[src/rtl/tsa_pkg.sv]
package tsa_pkg;
  typedef enum logic [1:0] {
    OP_LOOKUP = 2'd0,
    OP_FILL   = 2'd1,
    OP_INVAL  = 2'd2,
    OP_IDLE   = 2'd3
  } tsa_op_e;
endpackage

[src/rtl/tsa_match.sv]
module tsa_match #(
  parameter int WAYS  = 4,
  parameter int TAG_W = 22,
  localparam int WAY_W = $clog2(WAYS)
) (
  input  logic                        clk,
  input  logic                        rst_n,
  input  logic [WAYS-1:0][TAG_W-1:0]  tags,
  input  logic [WAYS-1:0]             valid,
  input  logic [TAG_W-1:0]            key,
  output logic                        hit,
  output logic [WAY_W-1:0]            way
);
  logic [WAYS-1:0] eq;

  for (genvar w = 0; w < WAYS; w++) begin : g_cmp
    assign eq[w] = valid[w] && (tags[w] == key);
  end

  always_comb begin
    hit = |eq;
    way = '0;
    for (int w = WAYS - 1; w >= 0; w--) begin
      if (eq[w]) way = WAY_W'(w);
    end
  end

  // fills never duplicate a tag, so at most one way matches
  p_single_match_r7: assert property (@(posedge clk) disable iff (!rst_n)
    $onehot0(eq));
endmodule

[src/rtl/tsa_victim.sv]
module tsa_victim #(
  parameter int WAYS = 4,
  localparam int WAY_W = $clog2(WAYS),
  localparam int LIM_W = $clog2(WAYS + 1)
) (
  input  logic                        clk,
  input  logic                        rst_n,
  input  logic [WAYS-1:0]             valid,
  input  logic [WAYS-1:0][WAY_W-1:0]  ages,
  input  logic [LIM_W-1:0]            limit,
  output logic [WAY_W-1:0]            victim
);
  logic             found;
  logic [WAY_W-1:0] free_way;
  logic [WAY_W-1:0] old_way;
  logic [WAY_W-1:0] old_age;

  always_comb begin
    found    = 1'b0;
    free_way = '0;
    for (int w = 0; w < WAYS; w++) begin
      if (!found && (LIM_W'(w) < limit) && !valid[w]) begin
        found    = 1'b1;
        free_way = WAY_W'(w);
      end
    end
    old_way = '0;
    old_age = ages[0];
    for (int w = 1; w < WAYS; w++) begin
      if ((LIM_W'(w) < limit) && (ages[w] > old_age)) begin
        old_way = WAY_W'(w);
        old_age = ages[w];
      end
    end
    victim = found ? free_way : old_way;
  end

  // candidate stays inside the allocatable range
  p_victim_in_range_r6: assert property (@(posedge clk) disable iff (!rst_n)
    LIM_W'(victim) < limit);
endmodule

[src/rtl/tsa_occupancy.sv]
module tsa_occupancy #(
  parameter int NREQ  = 4,
  parameter int OCC_W = 7,
  localparam int REQ_W = $clog2(NREQ)
) (
  input  logic                        clk,
  input  logic                        rst_n,
  input  logic                        inc_en,
  input  logic [REQ_W-1:0]            inc_id,
  input  logic                        dec_en,
  input  logic [REQ_W-1:0]            dec_id,
  output logic [NREQ-1:0][OCC_W-1:0]  occ
);
  for (genvar r = 0; r < NREQ; r++) begin : g_cnt
    logic             up, dn;
    logic [OCC_W-1:0] cnt_q, cnt_d;

    assign up = inc_en && (inc_id == REQ_W'(r));
    assign dn = dec_en && (dec_id == REQ_W'(r));

    always_comb begin
      cnt_d = cnt_q;
      if (up && !dn) cnt_d = cnt_q + 1'b1;
      if (dn && !up) cnt_d = cnt_q - 1'b1;
    end

    always_ff @(posedge clk or negedge rst_n) begin
      if (!rst_n)         cnt_q <= '0;
      else if (up ^ dn)   cnt_q <= cnt_d;
    end

    assign occ[r] = cnt_q;

    // a displaced owner always had at least one resident line
    p_no_underflow_r7: assert property (@(posedge clk) disable iff (!rst_n)
      (dn && !up) |-> (cnt_q != '0));
  end
endmodule

[src/rtl/tsa_tag_store.sv]
module tsa_tag_store #(
  parameter int ADDR_W = 32,
  parameter int OFFS_W = 6,
  parameter int SETS   = 16,
  parameter int WAYS   = 4,
  parameter int NREQ   = 4,
  parameter int CNT_W  = 32,
  localparam int SET_W = $clog2(SETS),
  localparam int WAY_W = $clog2(WAYS),
  localparam int TAG_W = ADDR_W - OFFS_W - SET_W,
  localparam int REQ_W = $clog2(NREQ),
  localparam int OWN_W = REQ_W + 1,
  localparam int LIM_W = $clog2(WAYS + 1),
  localparam int OCC_W = $clog2(SETS * WAYS + 1)
) (
  input  logic                    clk,
  input  logic                    rst_n,
  input  logic                    cmd_valid,
  output logic                    cmd_ready,
  input  logic [1:0]              cmd_op,
  input  logic [ADDR_W-1:0]       cmd_addr,
  input  logic [REQ_W-1:0]        cmd_req,
  input  logic                    seq_mode,
  input  logic                    lim_wr,
  input  logic [LIM_W-1:0]        lim_val,
  output logic [LIM_W-1:0]        way_limit,
  output logic                    lim_err,
  output logic                    rsp_valid,
  output logic                    rsp_hit,
  output logic [WAY_W-1:0]        rsp_way,
  output logic [OWN_W-1:0]        rsp_owner,
  output logic [WAY_W-1:0]        rsp_victim,
  output logic                    rsp_vic_valid,
  output logic [ADDR_W-1:0]       rsp_vic_addr,
  output logic [NREQ*OCC_W-1:0]   occ,
  output logic [CNT_W-1:0]        tag_acc,
  output logic [CNT_W-1:0]        data_acc
);
  import tsa_pkg::*;

  localparam logic [OWN_W-1:0] OWN_NONE = '1;

  // reset: asynchronous assert, synchronous release
  logic [1:0] rsync_q;
  logic       rst_i_n;
  always_ff @(posedge clk or negedge rst_n) begin
    if (!rst_n) rsync_q <= '0;
    else        rsync_q <= {rsync_q[0], 1'b1};
  end
  assign rst_i_n = rsync_q[1];

  // storage
  logic [WAYS-1:0][TAG_W-1:0] tag_q [SETS];
  logic [WAYS-1:0]            val_q [SETS];
  logic [WAYS-1:0][OWN_W-1:0] own_q [SETS];
  logic [WAYS-1:0][WAY_W-1:0] age_q [SETS];

  logic             rdy_q;
  logic [LIM_W-1:0] limit_q, limit_d;
  logic             lim_ok, lim_err_q;
  logic [CNT_W-1:0] tag_acc_q, tag_acc_d, data_acc_q, data_acc_d;

  // address split and row read
  tsa_op_e          op;
  logic             acc, is_lk, is_fill, is_inv;
  logic [TAG_W-1:0] a_tag;
  logic [SET_W-1:0] a_set;

  assign op      = tsa_op_e'(cmd_op);
  assign acc     = cmd_valid && rdy_q;
  assign is_lk   = acc && (op == OP_LOOKUP);
  assign is_fill = acc && (op == OP_FILL);
  assign is_inv  = acc && (op == OP_INVAL);
  assign a_tag   = cmd_addr[ADDR_W-1 -: TAG_W];
  assign a_set   = cmd_addr[OFFS_W +: SET_W];

  logic [WAYS-1:0][TAG_W-1:0] row_tag, row_tag_d;
  logic [WAYS-1:0]            row_val, row_val_d;
  logic [WAYS-1:0][OWN_W-1:0] row_own, row_own_d;
  logic [WAYS-1:0][WAY_W-1:0] row_age, row_age_d;

  assign row_tag = tag_q[a_set];
  assign row_val = val_q[a_set];
  assign row_own = own_q[a_set];
  assign row_age = age_q[a_set];

  logic             hit;
  logic [WAY_W-1:0] hit_way, vic_way;

  tsa_match #(.WAYS(WAYS), .TAG_W(TAG_W)) u_match (
    .clk(clk), .rst_n(rst_i_n), .tags(row_tag), .valid(row_val),
    .key(a_tag), .hit(hit), .way(hit_way));

  tsa_victim #(.WAYS(WAYS)) u_victim (
    .clk(clk), .rst_n(rst_i_n), .valid(row_val), .ages(row_age),
    .limit(limit_q), .victim(vic_way));

  // row next-state
  logic             row_we, touch;
  logic [WAY_W-1:0] twy;
  logic             inc_en, dec_en;
  logic [REQ_W-1:0] dec_id;

  always_comb begin
    row_tag_d = row_tag;
    row_val_d = row_val;
    row_own_d = row_own;
    row_age_d = row_age;
    row_we    = 1'b0;
    touch     = 1'b0;
    twy       = hit ? hit_way : vic_way;
    inc_en    = 1'b0;
    dec_en    = 1'b0;
    dec_id    = row_own[twy][REQ_W-1:0];
    if (is_lk && hit) begin
      row_we = 1'b1;
      touch  = 1'b1;
    end
    if (is_fill) begin
      row_we         = 1'b1;
      touch          = 1'b1;
      row_tag_d[twy] = a_tag;
      row_val_d[twy] = 1'b1;
      row_own_d[twy] = {1'b0, cmd_req};
      inc_en         = 1'b1;
      dec_en         = row_val[twy];
    end
    if (is_inv && hit) begin
      row_we         = 1'b1;
      row_val_d[twy] = 1'b0;
      row_own_d[twy] = OWN_NONE;
      dec_en         = 1'b1;
    end
    if (touch) begin
      for (int w = 0; w < WAYS; w++) begin
        if (WAY_W'(w) == twy)              row_age_d[w] = '0;
        else if (row_age[w] < row_age[twy]) row_age_d[w] = row_age[w] + 1'b1;
      end
    end
  end

  always_ff @(posedge clk or negedge rst_i_n) begin
    if (!rst_i_n) begin
      for (int s = 0; s < SETS; s++) begin
        val_q[s] <= '0;
        for (int w = 0; w < WAYS; w++) begin
          own_q[s][w] <= OWN_NONE;
          age_q[s][w] <= WAY_W'(w);
        end
      end
    end else if (row_we) begin
      val_q[a_set] <= row_val_d;
      own_q[a_set] <= row_own_d;
      age_q[a_set] <= row_age_d;
    end
  end

  always_ff @(posedge clk) begin
    if (row_we) tag_q[a_set] <= row_tag_d;
  end

  // requester occupancy
  logic [NREQ-1:0][OCC_W-1:0] occ_w;
  tsa_occupancy #(.NREQ(NREQ), .OCC_W(OCC_W)) u_occ (
    .clk(clk), .rst_n(rst_i_n), .inc_en(inc_en), .inc_id(cmd_req),
    .dec_en(dec_en), .dec_id(dec_id), .occ(occ_w));
  assign occ = occ_w;

  // way limit and access totals
  always_comb begin
    lim_ok     = (lim_val != '0) && (lim_val <= LIM_W'(WAYS));
    limit_d    = (lim_wr && lim_ok) ? lim_val : limit_q;
    tag_acc_d  = tag_acc_q + CNT_W'(limit_q);
    data_acc_d = data_acc_q + (seq_mode ? CNT_W'(hit) : CNT_W'(limit_q));
  end

  always_ff @(posedge clk or negedge rst_i_n) begin
    if (!rst_i_n) begin
      rdy_q      <= 1'b0;
      limit_q    <= LIM_W'(WAYS);
      lim_err_q  <= 1'b0;
      tag_acc_q  <= '0;
      data_acc_q <= '0;
    end else begin
      rdy_q     <= 1'b1;
      limit_q   <= limit_d;
      lim_err_q <= lim_wr && !lim_ok;
      if (is_lk) begin
        tag_acc_q  <= tag_acc_d;
        data_acc_q <= data_acc_d;
      end
    end
  end

  // lookup response
  logic                rsp_valid_q, rsp_hit_q, rsp_vv_q;
  logic [WAY_W-1:0]    rsp_way_q, rsp_vic_q;
  logic [OWN_W-1:0]    rsp_own_q;
  logic [ADDR_W-1:0]   rsp_va_q;

  always_ff @(posedge clk or negedge rst_i_n) begin
    if (!rst_i_n) rsp_valid_q <= 1'b0;
    else          rsp_valid_q <= is_lk;
  end

  always_ff @(posedge clk) begin
    if (is_lk) begin
      rsp_hit_q <= hit;
      rsp_way_q <= hit ? hit_way : '0;
      rsp_own_q <= hit ? row_own[hit_way] : OWN_NONE;
      rsp_vic_q <= vic_way;
      rsp_vv_q  <= row_val[vic_way];
      rsp_va_q  <= {row_tag[vic_way], a_set, {OFFS_W{1'b0}}};
    end
  end

  assign cmd_ready     = rdy_q;
  assign way_limit     = limit_q;
  assign lim_err       = lim_err_q;
  assign rsp_valid     = rsp_valid_q;
  assign rsp_hit       = rsp_hit_q;
  assign rsp_way       = rsp_way_q;
  assign rsp_owner     = rsp_own_q;
  assign rsp_victim    = rsp_vic_q;
  assign rsp_vic_valid = rsp_vv_q;
  assign rsp_vic_addr  = rsp_va_q;
  assign tag_acc       = tag_acc_q;
  assign data_acc      = data_acc_q;

  // limit never leaves the legal range
  p_limit_legal_r5: assert property (@(posedge clk) disable iff (!rst_i_n)
    (limit_q != '0) && (limit_q <= LIM_W'(WAYS)));
  // a response only follows an accepted lookup
  p_rsp_after_lookup_r2: assert property (@(posedge clk) disable iff (!rst_i_n)
    rsp_valid_q |-> $past(is_lk));
  // a hit always reports a real owner
  p_hit_has_owner_r2: assert property (@(posedge clk) disable iff (!rst_i_n)
    (rsp_valid_q && rsp_hit_q) |-> (rsp_own_q != OWN_NONE));
  // tag total grows by the limit in force
  p_tag_total_r10: assert property (@(posedge clk) disable iff (!rst_i_n)
    is_lk |=> (tag_acc_q == $past(tag_acc_q) + CNT_W'($past(limit_q))));
  // totals hold still without a lookup
  p_totals_idle_r10: assert property (@(posedge clk) disable iff (!rst_i_n)
    !is_lk |=> ($stable(tag_acc_q) && $stable(data_acc_q)));
  // invalidating an absent line leaves the counts alone
  p_inval_miss_r9: assert property (@(posedge clk) disable iff (!rst_i_n)
    (is_inv && !hit) |=> $stable(occ_w));
endmodule

[config.mk]
export PLATFORM = sky130hd
export DESIGN_NAME = tsa_tag_store
export DESIGN_NICKNAME = d
export VERILOG_FILES = /design/src/rtl/tsa_pkg.sv /design/src/rtl/tsa_match.sv /design/src/rtl/tsa_victim.sv /design/src/rtl/tsa_occupancy.sv /design/src/rtl/tsa_tag_store.sv
export SDC_FILE = /design/constraint.sdc
export NUM_CORES = 2
export LEC_CHECK = 0
export CORE_MARGIN = 2
export CORE_UTILIZATION = 60
export CTS_CLUSTER_DIAMETER = 40
export DETAILED_ROUTE_END_ITERATION = 6
export MAX_ROUTING_LAYER = met4
export PLACE_DENSITY_LB_ADDON = 0.25
export SLEW_MARGIN = 40
export SYNTH_ARGS = -nofsm -noshare
export SYNTH_HDL_FRONTEND = slang
export SYNTH_SLANG_ARGS = --single-unit
[constraint.sdc]
create_clock -name clk -period 15.15 [get_ports clk]
set_input_delay 3.03 -clock clk [delete_from_list [all_inputs] [get_ports clk]]
set_output_delay 3.03 -clock clk [all_outputs]
set_load 0.01 [all_outputs]
==> results_dict.tcl <==
set metrics [dict create \
    track_usage 0.347 \
    fp.dieH_um 380 \
    grt_max_degree 130 \
    dpl.cell_count 7515 \
    status "complete, no violations" \
    syn_area_um2 85000 \
    async_flop_share 0.251 \
    fmax_ghz 0.0860 \
    areaGrowthSynthToFinish_pct 13.9 \
    fill_cells 9308 \
    p_total_mw 12.5 \
    path_class "primary input to register" \
    floorplan.initialDensity 0.602 \
    tightest_slew_ps 1040 \
    grt_pass1_vias 52984 \
    rsz0062_at_grt "no" \
    crit_path_start_kind "primary input" \
    viasPerCell 6.78 \
    slowest_stage "buf_12" \
    maxCapViolCount 0 \
    ir_worst_vdd_mv 0.134 \
    maxSlewHeadroom 0.295 \
    cts_resized 0 \
    drv_slew 0 \
    num_vias 54063 \
    ys_seq_area_frac 0.656 \
    synthSimpleGateAreaFrac 0.0657 \
    dr_wl_met3_mm 28.8 \
    crit_family "compound AO/OA/AOI/OAI gates" \
    finalNetCount 5952 \
    wl_per_cell_um 30.8 \
    drt_iter0_drc 7424 \
    arrival_ps 12360 \
    period_needed_ps 11630 \
    tns_ps 0 \
    hpwl_mm 142 \
    seq_area_um2 55800 \
    ios 183 \
    cp-end-kind "register" \
    timing.hold.ws_ps 313 \
    synth-xor-area-share 0.0203 \
    synth_cell_type_count 95 \
    cts_tree "built" \
    cts_sinks 1927 \
    post-route-period-util 0.767 \
    pre_cts_ws_ps 2880 \
    multiInputGateArea_um2 27200 \
    cts_buffers 235 \
    p_per_area_nw_per_um2 129 \
    synth_area_per_cell_um2 15.0 \
    muxShareOfSynthArea 0.152 \
    synth_top_family_by_area "multiplexers" \
    netlist_instances 5681 \
    ys_warn_count 0 \
    layout_commonest_cell "edfxtp_1" \
    fin_cells 7973 \
    grt_pass1_wl_mm 356 \
    setup_violations 0 \
    clock_skew_ps 40.2 \
    dieArea_um2 145000 \
    drc 0 \
    most-common-layout-cells "edfxtp_1, nand2_1, o21ai_0" \
    synth_edf_count 1443 \
    dr.pass1.iters 6 \
    dr.max_layer_used "met4" \
    port_buffers 170 \
    setup_ws_ps 3520 \
    yosys.area_share.adder 0.00730 \
    placed_area_um2 88800 \
    grt-ovfl-total 0 \
    drive_above_1_share 0.239 \
    fin_util 0.686 \
    routabilityCongestion 0.961 \
    wl_mm 245 \
    ys_ff_latch 1927 \
    core-area_um2 141000 \
    row_count 138 \
    clk_latency_ps 870 \
    final_antenna_net_count 0 \
    antenna_found_initial 16 \
    synth_compound_area_frac 0.0700 \
    worst_hold_path_type "register to asynchronous set/reset pin" \
    power.leakage_nw 33.6 \
    crit_fanout 119 \
    fp.dieW_um 380 \
    slowest_delay_ps 690 \
    critPathRequiredTime_ps 15890 \
    crit_buf_inv 3 \
    hold_buffers 0 \
    met2_length_mm 115 \
    fin_area_um2 96800 \
    drt-met1-wl_mm 89.3 \
    path_clk_slew_ps 60 \
    cts_setup_buffers 0 \
    hold_viol_final 0 \
    clockRootBuffer "clkbuf_16" \
    synth_flop_cell "edfxtp_1" \
    h-tree-depth 4 \
    clk_path_buf_depth 3 \
]
## synth_stat cells (71+ instances only)
| library cell | n | area (um^2) |
|---|---|---|
| mux4_2 | 366 | 8240 |
| o21ai_0 | 458 | 2290 |
| inv_1 | 71 | 267 |
| clkbuf_1 | 214 | 803 |
| dfrtp_1 | 227 | 5680 |
| nor2_1 | 198 | 743 |
| xnor2_1 | 158 | 1380 |
| mux2_2 | 140 | 1580 |
| nand2_1 | 630 | 2360 |
| nand3_1 | 125 | 626 |
| edfxtp_1 | 1443 | 43300 |
| mux2i_1 | 308 | 3080 |
| a22oi_1 | 141 | 1060 |
| dfstp_2 | 257 | 6750 |
| a21oi_1 | 107 | 536 |
## final timing paths
path	startpoint	end	slack (ps)	cells past startpoint
setup / recovery	cmd_addr[7]	age_q[103]	3520	28
hold / removal	rsync_q[1]	u_occ.g_cnt[3].cnt_q[3]	310	0
setup reg to reg	age_q[64]	age_q[103]	6210	29
hold reg to reg	rsync_q[1]	u_occ.g_cnt[3].cnt_q[3]	310	0
max in group asynchronous	rsync_q[1]	age_q[110]	12120	5
min in group clk	rsync_q[0]	rsync_q[1]	350	0
## layer usage
layer  vias up  track usage
met5         -            -
met4         0        0.152
met3       745       0.0922
met2      3570        0.526
met1     27498        0.446
li1      22250            -
## cells by family after synthesis
kind of cell	after synthesis
AO/OA/AOI/OAI	979
flip-flops	1927
AND/OR/NAND/NOR	1236
multiplexers	817
buffers and inverters	477
XOR/XNOR	197
other	2
adder cells (fa/ha/maj)	46
## where the power goes
part | switching, mW | internal, mW | leakage, nW | total, mW
combinational | 0.698 | 0.365 | 11.1 | 1.06
clock | 2.34 | 3.24 | 3.78 | 5.58
sequential | 0.0481 | 5.84 | 18.7 | 5.88
## flip-flops by register name, summed over array words and instances, names as in the netlist, 2 cells and up
name,cells
val_q,64
rsp_vic_addr,26
tag_q,1408
data_acc,32
rsp_owner,3
own_q,192
tag_acc,32
rsp_victim,2
age_q,128
rsp_way,2
rsync_q,2
way_limit,3
u_occ.g_cnt.cnt_q,28
## layout make-up
class	instances	area share
Antenna cell	13	0.000336
Clock buffer	273	0.0638
Clock inverter	172	0.0176
Inverter	78	0.00403
Multi-Input combinational cell	3283	0.281
Sequential cell	1927	0.576
Tap cell	1890	0.0244
Timing Repair Buffer	337	0.0325
## worst register-to-register path: cells and delay by family, from the launching register on
kind | cells | cell delay, ps
AO/OA/AOI/OAI | 15 | 4260
flip-flops | 1 | 370
buffers and inverters | 3 | 720
multiplexers | 2 | 710
AND/OR/NAND/NOR | 5 | 1390
adder cells (fa/ha/maj) | 4 | 1410
Power figures use the tool's default switching activity.
